<file path="config.mk">
export PLATFORM = sky130hd
export DESIGN_NAME = i2c_byte_eng
export DESIGN_NICKNAME = d
export VERILOG_FILES = /design/src/rtl/i2c_byte_eng_pkg.sv /design/src/rtl/i2c_byte_eng_tick.sv /design/src/rtl/i2c_byte_eng_sync.sv /design/src/rtl/i2c_byte_eng.sv
export SDC_FILE = /design/constraint.sdc
export NUM_CORES = 1
export LEC_CHECK = 0
export CAP_MARGIN = 30
export CORE_UTILIZATION = 45
export DETAILED_ROUTE_END_ITERATION = 10
export DONT_BUFFER_PORTS = 1
export PLACE_DENSITY = 0.7
export SYNTH_ARGS = -nofsm -noshare
export SYNTH_HDL_FRONTEND = slang
export SYNTH_SLANG_ARGS = --single-unit
</file>
<file path="constraint.sdc">
create_clock -name clk -period 2.61 [get_ports clk]
set_input_delay 0.261 -clock clk [delete_from_list [all_inputs] [get_ports clk]]
set_output_delay 0.261 -clock clk [all_outputs]
set_load 0.01 [all_outputs]
</file>
<file path="src/rtl/i2c_byte_eng_pkg.sv">
package i2c_byte_eng_pkg;

    typedef enum logic [2:0] {
        S_IDLE, S_START, S_READY, S_BITS, S_ACK, S_HOLD8, S_HOLD9, S_STOP
    } eng_state_t;

    localparam logic [5:0] OFS_EN    = 6'h00;
    localparam logic [5:0] OFS_SHIFT = 6'h04;
    localparam logic [5:0] OFS_CTRL  = 6'h08;
    localparam logic [5:0] OFS_STAT  = 6'h18;
    localparam logic [5:0] OFS_FLAG  = 6'h20;

    localparam int CB_EXIT = 6;
    localparam int CB_WREL = 5;
    localparam int CB_SPIE = 4;
    localparam int CB_WTIM = 3;
    localparam int CB_ACKE = 2;
    localparam int CB_STT  = 1;
    localparam int CB_SPT  = 0;

endpackage

</file>
<file path="src/rtl/i2c_byte_eng_tick.sv">
module i2c_byte_eng_tick #(
    parameter int QTR = 5
) (
    input  logic clk,
    input  logic rst_n,
    input  logic run,
    output logic tick
);
    localparam int CW = (QTR > 1) ? $clog2(QTR) : 1;

    logic [CW-1:0] cnt;

    assign tick = run && (cnt == CW'(QTR - 1));

    always_ff @(posedge clk or negedge rst_n) begin
        if (!rst_n)             cnt <= '0;
        else if (!run || tick)  cnt <= '0;
        else                    cnt <= cnt + 1'b1;
    end
endmodule

</file>
<file path="src/rtl/i2c_byte_eng_sync.sv">
module i2c_byte_eng_sync (
    input  logic clk,
    input  logic rst_n,
    input  logic scl_in,
    input  logic sda_in,
    output logic sda_s,
    output logic start_det,
    output logic stop_det
);
    logic [1:0] scl_ff, sda_ff;
    logic       scl_d, sda_d;
    logic       scl_s;

    assign scl_s = scl_ff[1];
    assign sda_s = sda_ff[1];

    always_ff @(posedge clk or negedge rst_n) begin
        if (!rst_n) begin
            scl_ff <= 2'b11;
            sda_ff <= 2'b11;
            scl_d  <= 1'b1;
            sda_d  <= 1'b1;
        end else begin
            scl_ff <= {scl_ff[0], scl_in};
            sda_ff <= {sda_ff[0], sda_in};
            scl_d  <= scl_s;
            sda_d  <= sda_s;
        end
    end

    assign start_det = scl_s && scl_d && sda_d && !sda_s;
    assign stop_det  = scl_s && scl_d && !sda_d && sda_s;
endmodule

</file>
<file path="src/rtl/i2c_byte_eng.sv">
module i2c_byte_eng
    import i2c_byte_eng_pkg::*;
#(
    parameter int DIV = 20
) (
    input  logic       clk,
    input  logic       rst_n,
    input  logic       reg_sel,
    input  logic       reg_we,
    input  logic [5:0] reg_addr,
    input  logic [7:0] reg_wdata,
    output logic [7:0] reg_rdata,
    input  logic       scl_in,
    output logic       scl_oe,
    input  logic       sda_in,
    output logic       sda_oe,
    output logic       irq
);
    localparam int QTR = DIV / 4;

    eng_state_t st, st_n;
    logic [1:0] q, q_n;
    logic [2:0] bitcnt, bc_n;
    logic [7:0] sh, sh_n;
    logic       tx, tx_n, first, first_n, rw, rw_n, scl_n, sda_n;
    logic       en, spie, wtim, acke, allow, busy, ald, ackd, spd, irq_q;
    logic       tick, sda_s, start_det, stop_det;
    logic       lost, ack_upd, ack_val, ev_hold, start_go, ev;

    logic wr, wr_sh, wr_ctl, wr_en_on, acc_clr;
    logic cmd_stt, cmd_spt, cmd_wrel, cmd_exit;

    assign wr       = reg_sel && reg_we;
    assign wr_sh    = wr && (reg_addr == OFS_SHIFT);
    assign wr_ctl   = wr && (reg_addr == OFS_CTRL);
    assign wr_en_on = wr && (reg_addr == OFS_EN) && reg_wdata[0] && !en;
    assign acc_clr  = reg_sel && ((reg_addr == OFS_SHIFT) || (reg_addr == OFS_CTRL));
    assign cmd_stt  = wr_ctl && reg_wdata[CB_STT];
    assign cmd_spt  = wr_ctl && reg_wdata[CB_SPT];
    assign cmd_wrel = wr_ctl && reg_wdata[CB_WREL];
    assign cmd_exit = wr_ctl && reg_wdata[CB_EXIT];

    i2c_byte_eng_tick #(.QTR(QTR)) u_tick (
        .clk  (clk),
        .rst_n(rst_n),
        .run  (en && !(st inside {S_IDLE, S_READY, S_HOLD8, S_HOLD9})),
        .tick (tick)
    );

    i2c_byte_eng_sync u_sync (
        .clk      (clk),
        .rst_n    (rst_n),
        .scl_in   (scl_in),
        .sda_in   (sda_in),
        .sda_s    (sda_s),
        .start_det(start_det),
        .stop_det (stop_det)
    );

    // next-state and line sequencing
    always_comb begin
        st_n = st; q_n = q; bc_n = bitcnt; sh_n = sh;
        tx_n = tx; first_n = first; rw_n = rw;
        scl_n = scl_oe; sda_n = sda_oe;
        lost = 1'b0; ack_upd = 1'b0; ack_val = 1'b0; ev_hold = 1'b0; start_go = 1'b0;
        unique case (st)
            S_IDLE: begin
                scl_n = 1'b0; sda_n = 1'b0;
                if (en && cmd_stt && (!busy || allow)) begin
                    st_n = S_START; q_n = 2'd0; start_go = 1'b1;
                end
            end
            S_START: if (tick) begin
                q_n = q + 2'd1;
                case (q)
                    2'd0:    sda_n = 1'b1;
                    2'd2:    scl_n = 1'b1;
                    2'd3:    st_n  = S_READY;
                    default: ;
                endcase
            end
            S_READY: if (wr_sh) begin
                st_n = S_BITS; q_n = 2'd0; bc_n = 3'd0; sh_n = reg_wdata;
                tx_n = 1'b1; first_n = 1'b1; rw_n = reg_wdata[0];
            end
            S_BITS: if (tick) begin
                q_n = q + 2'd1;
                case (q)
                    2'd0: sda_n = tx && !sh[7];
                    2'd1: scl_n = 1'b0;
                    2'd2: begin
                        if (tx && sh[7] && !sda_s) lost = 1'b1;
                        else sh_n = {sh[6:0], sda_s};
                    end
                    default: begin
                        scl_n = 1'b1;
                        bc_n  = bitcnt + 3'd1;
                        if (bitcnt == 3'd7) begin
                            st_n    = wtim ? S_ACK : S_HOLD8;
                            ev_hold = !wtim;
                        end
                    end
                endcase
            end
            S_ACK: if (tick) begin
                q_n = q + 2'd1;
                case (q)
                    2'd0: sda_n = !tx && acke;
                    2'd1: scl_n = 1'b0;
                    2'd2: if (tx) begin ack_upd = 1'b1; ack_val = !sda_s; end
                    default: begin
                        scl_n = 1'b1;
                        if (first) tx_n = !rw;
                        first_n = 1'b0;
                        if (!tx && sda_oe && !wtim) begin
                            st_n = S_BITS; bc_n = 3'd0;
                        end else begin
                            st_n = S_HOLD9; ev_hold = 1'b1;
                        end
                    end
                endcase
            end
            S_HOLD8: begin
                if (cmd_spt)       begin st_n = S_STOP; q_n = 2'd0; end
                else if (cmd_wrel) begin st_n = S_ACK;  q_n = 2'd0; end
            end
            S_HOLD9: begin
                if (cmd_spt) begin
                    st_n = S_STOP; q_n = 2'd0;
                end else if (tx && wr_sh) begin
                    st_n = S_BITS; q_n = 2'd0; bc_n = 3'd0; sh_n = reg_wdata;
                end else if (!tx && cmd_wrel) begin
                    st_n = S_BITS; q_n = 2'd0; bc_n = 3'd0;
                end
            end
            S_STOP: if (tick) begin
                q_n = q + 2'd1;
                case (q)
                    2'd0:    sda_n = 1'b1;
                    2'd1:    scl_n = 1'b0;
                    2'd2:    sda_n = 1'b0;
                    default: st_n  = S_IDLE;
                endcase
            end
        endcase
        if (lost || !en || (cmd_exit && st != S_IDLE)) begin
            st_n = S_IDLE; scl_n = 1'b0; sda_n = 1'b0;
        end
    end

    // state register
    always_ff @(posedge clk or negedge rst_n) begin
        if (!rst_n) begin
            st <= S_IDLE; q <= '0; bitcnt <= '0; sh <= '0;
            tx <= 1'b0; first <= 1'b0; rw <= 1'b0;
            scl_oe <= 1'b0; sda_oe <= 1'b0;
        end else begin
            st <= st_n; q <= q_n; bitcnt <= bc_n; sh <= sh_n;
            tx <= tx_n; first <= first_n; rw <= rw_n;
            scl_oe <= scl_n; sda_oe <= sda_n;
        end
    end

    assign ev = ev_hold || lost || (en && stop_det && spie);

    // settings, status and interrupt
    always_ff @(posedge clk or negedge rst_n) begin
        if (!rst_n) begin
            en <= 1'b0; spie <= 1'b0; wtim <= 1'b0; acke <= 1'b0; allow <= 1'b0;
            busy <= 1'b0; ald <= 1'b0; ackd <= 1'b0; spd <= 1'b0; irq_q <= 1'b0;
        end else begin
            if (wr && reg_addr == OFS_EN)   en <= reg_wdata[0];
            if (wr_ctl) {spie, wtim, acke} <= {reg_wdata[CB_SPIE], reg_wdata[CB_WTIM], reg_wdata[CB_ACKE]};
            if (wr && reg_addr == OFS_FLAG) allow <= reg_wdata[1];
            if (wr_en_on)       busy <= 1'b1;
            else if (!en)       busy <= 1'b0;
            else if (start_det) busy <= 1'b1;
            else if (stop_det)  busy <= 1'b0;
            if (start_go) begin ald <= 1'b0; ackd <= 1'b0; spd <= 1'b0; end
            if (lost)     ald  <= 1'b1;
            if (ack_upd)  ackd <= ack_val;
            if (en && stop_det) spd <= 1'b1;
            if (ev)                     irq_q <= 1'b1;
            else if (acc_clr || !en)    irq_q <= 1'b0;
        end
    end

    assign irq = irq_q;

    always_comb begin
        case (reg_addr)
            OFS_EN:    reg_rdata = {7'd0, en};
            OFS_SHIFT: reg_rdata = sh;
            OFS_CTRL:  reg_rdata = {3'd0, spie, wtim, acke, 2'd0};
            OFS_STAT:  reg_rdata = {1'b0, ald, 3'd0, ackd, 1'b0, spd};
            OFS_FLAG:  reg_rdata = {1'b0, busy, 4'd0, allow, 1'b0};
            default:   reg_rdata = 8'd0;
        endcase
    end

    // once off, both lines are released on the following cycle
    a_r2_off_release: assert property (@(posedge clk) disable iff (!rst_n)
        !en |=> (!scl_oe && !sda_oe));
    // inside a byte, SDA is steady while SCL is released
    a_r4_sda_steady_high: assert property (@(posedge clk) disable iff (!rst_n)
        (st == S_BITS && $past(st) == S_BITS && !$past(scl_oe) && !scl_oe)
        |-> (sda_oe == $past(sda_oe)));
    // SCL held low at every parking state
    a_r5_hold_scl_low: assert property (@(posedge clk) disable iff (!rst_n)
        (st inside {S_READY, S_HOLD8, S_HOLD9}) |-> scl_oe);
    // entering the 9th-clock wait raises the interrupt
    a_r5_irq_at_hold: assert property (@(posedge clk) disable iff (!rst_n)
        (st == S_HOLD9 && $past(st) != S_HOLD9) |-> irq_q);
    // a register access clears the interrupt when nothing new sets it
    a_r9_irq_clear: assert property (@(posedge clk) disable iff (!rst_n)
        (acc_clr && !ev) |=> !irq_q);
    // a STOP seen on the bus clears busy
    a_r10_busy_clear: assert property (@(posedge clk) disable iff (!rst_n)
        (en && stop_det && !start_det) |=> !busy);
    // lost arbitration lets go of both lines and interrupts
    a_r11_lost_release: assert property (@(posedge clk) disable iff (!rst_n)
        $rose(ald) |-> (!scl_oe && !sda_oe && irq_q));
endmodule

</file>
==> run summary, run 1 <==
The worst slew slack as a fraction of its limit is 0.475. The top cell types in the final layout, fill and taps aside, are sky130_fd_sc_hd__dfrtp_1 (34), sky130_fd_sc_hd__nor2_1 (24), sky130_fd_sc_hd__mux2_2 (24). The tightest min-delay check is of the in -> reg type.

The deepest clock path buffer count is 2. For this design the static power due to leakage is 1.19 nW. In the global route stage, overall resource usage came out at 0.217. The total power divided by cell area is 792 nW/µm².

The ratio of final minimum period to clock period is 0.866. The number of gates given a new drive strength after cts is 0. The number of buffers and inverters on the critical path is 1. The global-route wire length before repair is 10.1 mm. The number of CTS-inserted buffers is 5. The number of hold buffers added after CTS was 4.

The final worst hold slack is 109 ps. The highest fanout seen on the critical path is 8. Leaving out fill and tap cells, the most frequent cell in the layout is sky130_fd_sc_hd__dfrtp_1. The synthesized area per cell is 10.0 µm². Measured on the finished design, the core utilization comes to 0.513. The routed length per placed instance came out at 18.2 µm. The maximum number of pins on one net before global-route repair is 41. The number of DRC violations after detailed-routing iteration 0 is 251. The number of sinks driven by the clock tree came out at 40. The root buffer cell chosen for the clock tree is sky130_fd_sc_hd__clkbuf_8. The die span in y is 78.3 µm.

The area of the die is 6120 µm². The hold violation total from the final report is 0. The final count of pins violating max slew came out at 0. The area of the core came out at 5540 µm². Data arrives at the worst endpoint at 2450 ps. The type of destination of the critical path is a flip-flop. The layout-stage area growth over the synthesis result came out at 8.66%. The top-area cell type share of the netlist area is 0.325. The fraction of layout instances using a drive strength above 1 is 0.246. The met3 routing resource usage after global routing came out at 0.0500.

The I/O pin count is 31. Counting distinct cell types in the post-synthesis netlist gives 66. Among all flip-flop cells after synthesis, the most frequent one is sky130_fd_sc_hd__dfrtp_1. The effective utilization at floorplan is 0.472. The number of maximum-capacitance constraint violations is 0. The synthesized netlist net count is 289. The number of synthesized flops with an enable pin is 0. The setup TNS came out at 0 ps. The data required time of the critical path came out at 2790 ps. The via count of the first global-routing pass is 2002. The kind of start point of the critical path is a flip-flop. Post-CTS timing repair inserted 0 buffers for setup. The final wirelength is 6.27 mm.

The worst setup path is of the reg -> reg kind. The clock insertion delay at the later pin of the skew report came out at 300 ps. Counting the fill cells in the layout gives 529. The cell count after synthesis is 261. The number of port buffers is 0. The total power is 2.25 mW. The final antenna diode count came out at 0. The cell area after synthesis came out at 2620 µm². The flow ran to the end, and the final reports show no timing, DRC or antenna violations.

Synthesis inferred 40 register bits. The routed via count divided by cell count is 6.09. The count of nets left with antenna violations once routing finished came out at 0. Setup violations remaining at the end of the flow were counted as 0. The clock-pin slew of the registers on the worst-case setup and hold paths is 80 ps.

The clock tree skew after final layout is 9.49 ps. The overall die width is 78.3 µm. In the post-synthesis netlist, the biggest area contributors are sky130_fd_sc_hd__dfrtp_1 (33%), sky130_fd_sc_hd__mux2_2 (10%), sky130_fd_sc_hd__dfstp_2 (6.0%). Among cell families on the critical path, the largest total delay comes from compound AO/OA/AOI/OAI gates. Setup repair after global routing left no endpoint under its margin.

The H-tree level count came out at 2. Counting I/O delays and the setup requirement, the final critical path takes 2260 ps. The number of remaining DRC errors is 0. The number of antenna violations at the first check in global routing came out at 0. The worst-case IR drop observed on VDD is 0.000404 V.

The async set-or-reset flop fraction in the synthesized netlist is 1.00. The number of warnings issued by yosys came out at 0. The total global routing overflow came out at 0.

For this run, the top clock speed supported by timing is 0.442 GHz. Across all layers, the routed design uses 2094 vias. The met2 track demand over resource in global routing is 0.317. The signal on the critical path passes through inv_1 > ha_1 > nand4_1 > nor4_1 > nor2b_1 > o22ai_1 > mux2_2. The fraction of met1 tracks used by global routing is 0.311. After global routing, the most crowded layer is met2.

The half-perimeter wire length after detailed placement is 4.53 mm. TritonCTS built the clock tree. The fraction of the yosys area taken by sequential cells is 0.385. The biggest area contributor in the post-synthesis netlist is sky130_fd_sc_hd__dfrtp_1.

The largest single stage delay on the critical path is 600 ps. In the final design database the tool counted 299 nets. The actual transition at the worst max-transition pin came out at 788 ps. Before antenna repair, the detailed router went through 4 iterations.

The total number of placement rows is 27. At the end of routability-driven placement, the weighted congestion stood at 0.936. The critical-path cell with the highest stage delay is sky130_fd_sc_hd__o22ai_1.
## synth_stat cells, types with 3 or more instances
| cell | count |
|---|---|
| sky130_fd_sc_hd__nand2_1 | 16 |
| sky130_fd_sc_hd__buf_6 | 3 |
| sky130_fd_sc_hd__nor3_1 | 3 |
| sky130_fd_sc_hd__nor4_1 | 4 |
| sky130_fd_sc_hd__a21o_1 | 3 |
| sky130_fd_sc_hd__a211o_1 | 3 |
| sky130_fd_sc_hd__clkbuf_1 | 3 |
| sky130_fd_sc_hd__a22o_1 | 4 |
| sky130_fd_sc_hd__mux2i_1 | 4 |
| sky130_fd_sc_hd__nor2b_1 | 3 |
| sky130_fd_sc_hd__ha_1 | 8 |
| sky130_fd_sc_hd__mux2_2 | 24 |
| sky130_fd_sc_hd__dfstp_2 | 6 |
| sky130_fd_sc_hd__o21ai_0 | 13 |
| sky130_fd_sc_hd__inv_1 | 14 |
| sky130_fd_sc_hd__nand3_1 | 11 |
| sky130_fd_sc_hd__a21oi_1 | 9 |
| sky130_fd_sc_hd__nor3b_1 | 5 |
| sky130_fd_sc_hd__nor2_1 | 24 |
| sky130_fd_sc_hd__and2_1 | 3 |
| sky130_fd_sc_hd__clkbuf_8 | 3 |
| sky130_fd_sc_hd__o211ai_1 | 3 |
| sky130_fd_sc_hd__dfrtp_1 | 34 |
| sky130_fd_sc_hd__nand3b_1 | 5 |
| sky130_fd_sc_hd__nand4_1 | 4 |
## layout make-up
class                      count  area [µm²]  area share
tap                           72        90.1      0.0317
multi-input combinational    195        1460       0.512
inverter                      15        56.3      0.0198
sequential                    40        1010       0.355
timing repair buffer          14         125      0.0440
clock inverter                 2        35.0      0.0123
clock buffer                   6        72.6      0.0255
## final timing paths
| path | startpoint | end | slack, ps | depth (start not counted) |
|---|---|---|---|---|
| setup / recovery | q[0]$_DFFE_PN0P_ | sh[4]$_DFFE_PN0P_ | 350 | 7 |
| hold / removal | reg_wdata[0] | rw$_DFFE_PN0P_ | 110 | 1 |
| setup reg to reg | q[0]$_DFFE_PN0P_ | sh[4]$_DFFE_PN0P_ | 350 | 7 |
| hold reg to reg | u_sync.scl_ff[0]$_DFF_PN1_ | u_sync.scl_ff[1]$_DFF_PN1_ | 360 | 0 |
| max in group asynchronous | rst_n | u_sync.scl_d$_DFF_PN1_ | 1900 | 2 |
| min in group asynchronous | rst_n | sh[4]$_DFFE_PN0P_ | 450 | 2 |
## routing by layer
metal  up-vias  wire [µm]
met2        97       2840
met3        13        489
met4         0        123
li1        989          -
met5         -          0
met1       995       2820
## worst reg2reg max path: cells and delay by family (launching register included)
kind                     cells  cell delay (ps)
AO/OA/AOI/OAI                1              600
adder cells (fa/ha/maj)      1              260
buffers and inverters        1               90
flip-flops                   1              380
multiplexers                 1              420
AND/OR/NAND/NOR              3              420
## registers in the layout, summed over array words and instances, names as in the netlist
signal	cells
ackd	1
acke	1
ald	1
allow	1
bitcnt	3
busy	1
en	1
first	1
irq	1
q	2
rw	1
scl_oe	1
sda_oe	1
sh	8
spd	1
spie	1
st	3
tx	1
u_sync.scl_d	1
u_sync.scl_ff	2
u_sync.sda_d	1
u_sync.sda_ff	2
u_tick.cnt	3
wtim	1
## kinds of logic after synthesis
kind of cell / share of synthesized area
simple gates: 0.221
buf+inv: 0.0583
fa+ha+maj: 0.0421
xor+xnor: 0.00335
mux: 0.119
compound gates: 0.171
flops: 0.385
## where the power goes
part           leakage (nW)  internal, mW  switching [mW]
clock network        0.0552         0.284           0.224
logic                 0.637         0.417           0.474
registers             0.501         0.711           0.142
## metrics by stage
step	instances	cell area, µm²	setup WS (ps)
after global routing	344	2840	163
final	344	2840	349
after floorplan	261	2620	555
after global placement	332	2690	381
after detailed placement	332	2690	330
after CTS	344	2840	315
No activity file was read; power rests on OpenSTA's default activity.
==> run 2: changes to the inputs <==
Settings changed: PLACE_DENSITY 0.7 to default.
==> run summary, run 2 (synthesis gave the netlist of run 1 again) <==
The overall global routing resource usage came out at 0.224 (+0.00673). The data required time of the critical path is 2790 ps (about the same). The minimum setup slack among reg-to-reg paths came out at 390 ps (+40 ps). The worst setup path is of the reg -> reg kind. The die span in y is 78.3 µm (unchanged). The worst slew slack as a fraction of its limit came out at 0.597 (+0.122). The layout-stage area growth over the synthesis result is 8.94%.

The flow ran to the end, and the final reports show no timing, DRC or antenna violations. The I/O pin count came out at 31 (unchanged). The clock-pin slew of the registers on the worst-case setup and hold paths is 90 ps (about the same). The actual transition at the worst max-transition pin is 605 ps (-183 ps). The number of DRC violations after detailed-routing iteration 0 came to 229 (-8.8%). The endpoint identified for the worst register-to-register timing path is st[2]$_DFFE_PN0P_. The number of maximum-capacitance constraint violations came out at 0 (unchanged). The final wirelength came to 6.38 mm (+1.7%). The number of antenna violations at the first check in global routing was 0 (unchanged). The deepest clock path buffer count came to 2 (unchanged). The placed instance count is 333 (+0.30%). The peak supply drop is 0.000382 V (-5.4%). The ratio of final minimum period to clock period is 0.851 (-0.0154).

The library cells used most frequently in the layout, excluding fill and tap cells, are sky130_fd_sc_hd__dfrtp_1 (34), sky130_fd_sc_hd__nor2_1 (24), sky130_fd_sc_hd__mux2_2 (24). The clock insertion delay at the later pin of the skew report came to 300 ps (about the same). The routed via count divided by cell count came out at 5.96 (-2.1%). The routed length per placed instance is 18.5 µm (+1.4%). The via count of the first global-routing pass came out at 2073 (+3.5%). The final count of negative-setup-slack endpoints came out at 0 (unchanged). The global-route wire length before repair is 10.4 mm (+3.6%).

The number of optimization iterations in the first detailed-route pass is 4 (unchanged). The number of flip-flops in the largest register came to 8 (unchanged). The total power came out at 2.24 mW (-0.64%). The number of cells on the worst reg-to-reg path is 5 (-2). The effective utilization at floorplan came to 0.472 (unchanged). The total number of placement rows is 27 (unchanged).

The hold-critical path endpoint is en$_DFFE_PN0P_. The library cell used most frequently in the layout, excluding fill and tap cells, is sky130_fd_sc_hd__dfrtp_1. The number of nets in the layout is 300 (+0.33%). The overall die width is 78.3 µm (unchanged). CTS placed an instance of sky130_fd_sc_hd__clkbuf_8 at the clock tree root.

The number of remaining DRC errors was 0 (unchanged). The total via count in the routed design came out at 2056 (-1.8%). The area of the core is 5540 µm² (unchanged).

The clock tree skew after final layout is 10.1 ps (+0.660 ps). The type of destination of the critical path is a flip-flop. The half-perimeter wire length after detailed placement came out at 4.80 mm (+6.0%).

The hold violation total from the final report came to 0 (unchanged). The highest fanout seen on the critical path came out at 21 (+13). The count of nets left with antenna violations after detail routing is 0 (unchanged). Setup repair after global routing left no endpoint under its margin.

The number of CTS-inserted buffers is 5 (unchanged). The data arrival at the endpoint of the critical path is 2400 ps (-50 ps). The total global routing overflow is 0 (unchanged). The worst flop-to-flop path startpoint is st[1]$_DFFE_PN0P_. The number of non-filler instances in the completed layout is 345 (+0.29%). The fraction of layout instances using a drive strength above 1 is 0.249 (+0.00276). The area of the die came to 6120 µm² (unchanged).

The number of sinks driven by the clock tree is 40 (unchanged). The final antenna diode count is 0 (unchanged). The routability congestion estimate from global placement is 0.837 (-11%).

TritonCTS built the clock tree. Counting flops per register, the top entry is sh. The worst hold path class is in -> reg. The time the worst path needs with I/O delays and setup is 2220 ps (-40.2 ps).

The total power divided by cell area is 785 nW/µm² (-0.90%). The setup TNS is 0 ps (unchanged). The number of port buffers came out at 0 (unchanged). The worst hold path depth came out at 2 (+1). The kind of start point of the critical path is a flip-flop. The H-tree level count came out at 2 (unchanged). The highest achievable clock rate is 0.450 GHz (+1.8%). The maximum number of pins on one net before global-route repair is 41 (unchanged). The final count of pins violating max slew came to 0 (unchanged). The startpoint of the tightest hold check path is reg_wdata[0]. The cell leakage power is 1.20 nW (+0.54%).
run 2: cell types whose count changed in the layout (fill, tap and decap cells not counted):
cell                    delta
sky130_fd_sc_hd__buf_4     +1
run 2: final cells by class:
type / instances / area (µm²)
timing repair buffer: 15 / 133
tap: 72 / 90.1
fill: 549 / 2690
inverter: 15 / 56.3
sequential: 40 / 1010
clock buffer: 6 / 72.6
multi-input combinational: 195 / 1460
clock inverter: 2 / 35.0
run 2: worst max-delay path, cell delays in order (launching register included):
cell and delay, ps:
sky130_fd_sc_hd__dfrtp_1 610, sky130_fd_sc_hd__and2b_2 320, sky130_fd_sc_hd__o31ai_1 350, sky130_fd_sc_hd__o221ai_2 240
sky130_fd_sc_hd__a211o_1 330, sky130_fd_sc_hd__o221a_1 260
run 2: worst max path at each step:
| stage | start | to | slack, ps | cells past startpoint |
|---|---|---|---|---|
| finish | st[1]$_DFFE_PN0P_ | st[2]$_DFFE_PN0P_ | 390 | 5 |
| global route | st[1]$_DFFE_PN0P_ | tx$_DFFE_PN0P_ | 240 | 5 |
| CTS | st[1]$_DFFE_PN0P_ | st[2]$_DFFE_PN0P_ | 410 | 5 |
| detailed placement | st[1]$_DFFE_PN0P_ | q[1]$_DFFE_PN0P_ | 380 | 5 |
| global placement | st[1]$_DFFE_PN0P_ | st[2]$_DFFE_PN0P_ | 450 | 5 |
| floorplan | reg_addr[2] | st[2]$_DFFE_PN0P_ | 560 | 6 |
run 2: routing by layer:
metal / part of all wire / vias up / routed length (µm) / global-route usage
met5: 0 / - / 0 / 0
met4: 0.023 / 0 / 145 / 0.0833
met3: 0.058 / 11 / 372 / 0.0558
met2: 0.47 / 61 / 2980 / 0.363
met1: 0.45 / 999 / 2880 / 0.288
li1: - / 985 / - / -
run 2: through the flow:
step	area, µm²	setup slack (ps)	hold WS [ps]	utilization
finish	2850	390	109	0.514
CTS	2850	408	100	0.514
global route	2850	240	99.9	0.514
global placement	2690	450	-33.7	0.486
floorplan	2620	555	-34.6	-
detailed placement	2690	382	-34.0	0.486
run 2: timing repair:
item                       CTS  global route
hold endpoints to repair    42             0
setup buffers                0             0
gates resized for setup      0             0
hold buffers                 4             0
setup endpoints to repair    0             0
run 2: report_power, final:
part	switching [mW]	internal (mW)	total (mW)
Combinational	0.483	0.403	0.887
Clock	0.220	0.284	0.504
Sequential	0.136	0.711	0.847
==> run 3: changes to the inputs <==
Settings changed: PLACE_DENSITY_LB_ADDON from default to 0.08.
==> run summary, run 3 (synthesis gave the netlist of run 1 again) <==
The maximum number of pins on one net before global-route repair was 41 (unchanged). The number of antenna violations at the first check in global routing came to 0 (unchanged). The cell leakage power is 1.21 nW (+0.68%). The total via count in the routed design came to 2073 (+0.83%). The number of flip-flops in the largest register is 8 (unchanged). The total number of placement rows is 27 (unchanged). The H-tree level count came to 2 (unchanged).

The critical path in this run is classified as reg -> reg. The minimum setup slack among reg-to-reg paths came out at 260 ps (-130 ps). The clock tree skew after final layout came to 3.67 ps (-6.48 ps).

Tracing the worst setup path back leads to its startpoint at q[0]$_DFFE_PN0P_. Setup repair after global routing left no endpoint under its margin. The endpoint identified for the worst register-to-register timing path is sh[6]$_DFFE_PN0P_.

The worst hold path depth is 1 (-1). The number of optimization iterations in the first detailed-route pass is 4 (unchanged). Among all stages on the critical path, the largest delay is contributed by sky130_fd_sc_hd__o22ai_1. The min-delay analysis places its worst path in the category in -> reg. The number of maximum-capacitance constraint violations is 0 (unchanged). The final wirelength came to 6.46 mm (+1.4%). The number of CTS-inserted buffers came out at 5 (unchanged). The worst setup slack after layout was 258 ps (-131 ps).

The clock tree from TritonCTS is yes. The count of nets left with antenna violations after detail routing was 0 (unchanged). The total power divided by cell area is 798 nW/µm² (+1.6%). The global-route wire length before repair is 10.9 mm (+4.6%). The die span in y is 78.3 µm (unchanged). The routed via count divided by cell count is 5.97 (+0.25%).

The hold-critical path endpoint is allow$_DFFE_PN0P_. The worst setup path is launched from a flip-flop. The clock network fraction of total power is 0.221 (-0.004). The data arrival at the endpoint of the critical path is 2530 ps (+130 ps). The largest stage delay on the critical path is 710 ps (+100 ps). The final-layout fill cell count came out at 559 (+1.8%). The area of the core came to 5540 µm² (unchanged).

The number of nets in the layout was 302 (+0.67%). The final antenna diode count came out at 0 (unchanged). The power share of the sequential group is 0.378 (about the same). The hold violation total from the final report is 0 (unchanged). The routability congestion estimate from global placement is 0.908 (+8.5%). The number of buffers and inverters on the critical path is 1 (+1). The highest achievable clock rate came out at 0.425 GHz (-5.6%). The setup TNS is 0 ps (unchanged). The pre-CTS setup slack came out at 326 ps (-55.9 ps). The half-perimeter wire length after detailed placement is 4.84 mm (+0.70%). The fraction of layout instances using a drive strength above 1 came to 0.258 (+0.00910). The number of sinks driven by the clock tree is 40 (unchanged).

The highest fanout seen on the critical path came out at 8 (-62%). The number of DRC violations after detailed-routing iteration 0 is 125 (-45%). The switching component of the power came out at 0.849 mW (+1.3%). The deepest clock path buffer count is 2 (unchanged). The overall global routing resource usage came out at 0.233 (+0.00933). The worst slew slack as a fraction of its limit came out at 0.374 (-0.223).

The worst setup path is captured at a flip-flop. The via count of the first global-routing pass came to 2107 (+1.6%). Leaving out fill and tap cells, the most frequent cell in the layout is sky130_fd_sc_hd__dfrtp_1. The register with the most flip-flops in the final layout is sh. The cts-stage hold buffer count came out at 4 (unchanged). The total global routing overflow is 0 (unchanged). The area of the die came out at 6120 µm² (unchanged).

The clock insertion delay at the later pin of the skew report came to 290 ps (about the same). The startpoint of the tightest hold check path is reg_wdata[1]. The number of cells on the worst reg-to-reg path came out at 7 (+2). The depth of the critical timing path with buffers and inverters included came out at 7 (+2). The actual transition at the worst max-transition pin came out at 940 ps (+334 ps).

The final count of negative-setup-slack endpoints came out at 0 (unchanged). The effective utilization at floorplan is 0.472 (unchanged). The number of remaining DRC errors came out at 0 (unchanged). The final count of pins violating max slew came to 0 (unchanged). The clock-pin slew of the registers on the worst-case setup and hold paths is 80 ps (about the same). The ratio of final minimum period to clock period is 0.901 (+0.0503). The data required time of the critical path is 2790 ps (about the same). The peak supply drop came out at 0.000308 V (-19%). The overall die width came out at 78.3 µm (unchanged). The number of gates given a new drive strength after cts is 0 (unchanged). The time the worst path needs with I/O delays and setup is 2350 ps (+131 ps). The internal portion of total power was 1.44 mW (+2.9%). The number of setup buffers added after CTS is 0 (unchanged).

The worst register-to-register path begins at q[0]$_DFFE_PN0P_. The signal on the critical path passes through inv_1 > ha_1 > nand4_1 > nor4_1 > nor2b_1 > o22ai_1 > mux2_2. The area growth from synthesis to layout is 9.66%. The run finished with clean final reports.

Grouping stages by cell kind, the critical path spends the most delay in compound AO/OA/AOI/OAI gates. The switching share of total power is 0.371 (-0.00380). The routed length per placed instance was 18.6 µm (+0.78%).

The tree is rooted in a sky130_fd_sc_hd__clkbuf_8. The number of port buffers was 0 (unchanged). The part of the total power dissipated in combinational logic is 0.401 (+0.005). The I/O pin count came out at 31 (unchanged). The library cells used most frequently in the layout, excluding fill and tap cells, are sky130_fd_sc_hd__dfrtp_1 (34), sky130_fd_sc_hd__nor2_1 (24), sky130_fd_sc_hd__mux2_2 (24).
[run 3: changes by cell type in the layout (fill, tap and decap cells not counted)]
cell | previous run | this run
sky130_fd_sc_hd__buf_4 | 11 | 13
sky130_fd_sc_hd__clkbuf_1 | 1 | 0
sky130_fd_sc_hd__clkinvlp_4 | 0 | 1
[run 3: how the worst max path moves through the flow]
stage | slack [ps] | endpoint
CTS | 300 | sh[7]$_DFFE_PN0P_
floorplan | 560 | st[2]$_DFFE_PN0P_
finish | 260 | sh[6]$_DFFE_PN0P_
global route | 100 | sh[4]$_DFFE_PN0P_
detailed placement | 330 | sh[7]$_DFFE_PN0P_
global placement | 360 | sh[6]$_DFFE_PN0P_
[run 3: cell type report]
cell class / instances / area (µm²) / share of cell area
clock buffers: 5 / 68.8 / 0.0240
clock inverters: 3 / 42.5 / 0.0148
inverters: 15 / 56.3 / 0.0196
multi-input cells: 195 / 1460 / 0.507
well taps: 72 / 90.1 / 0.0314
repair buffers: 17 / 148 / 0.0515
flip-flops and latches: 40 / 1010 / 0.352
[run 3: power groups by stage]
stage	clock (mW)	combinational [mW]	sequential (mW)
after CTS	0.524	0.915	0.864
after detailed placement	0	0.893	0.875
after global placement	0	0.888	0.876
after floorplan	0	0.770	0.776
after global routing	0.545	1.01	0.885
final	0.505	0.918	0.866
[run 3: per-layer routing]
layer	up-vias	GRT usage	share of wire
met2	66	0.358	0.46
met3	6	0.0721	0.075
met5	-	0	0
li1	987	-	-
met1	1014	0.313	0.45
met4	0	0.0759	0.011
[run 3: metrics by stage]
stage | util | cell area [µm²] | power [mW] | instances | hold slack, ps
after detailed placement | 0.489 | 2710 | 1.77 | 335 | -33.7
after CTS | 0.518 | 2870 | 2.30 | 347 | 106
after global routing | 0.518 | 2870 | 2.44 | 347 | 97.2
final | 0.518 | 2870 | 2.29 | 347 | 115
after global placement | 0.489 | 2710 | 1.76 | 335 | -33.6
after floorplan | - | 2620 | 1.55 | 261 | -34.6
[run 3: worst reg2reg max path, cell delays in order, from the launching register on]
cell and delay, ps:
sky130_fd_sc_hd__dfrtp_1 380, sky130_fd_sc_hd__inv_1 90, sky130_fd_sc_hd__ha_1 260, sky130_fd_sc_hd__nand4_1 160, sky130_fd_sc_hd__nor4_1 80, sky130_fd_sc_hd__nor2b_1 160, sky130_fd_sc_hd__o22ai_1 710, sky130_fd_sc_hd__mux2_2 420
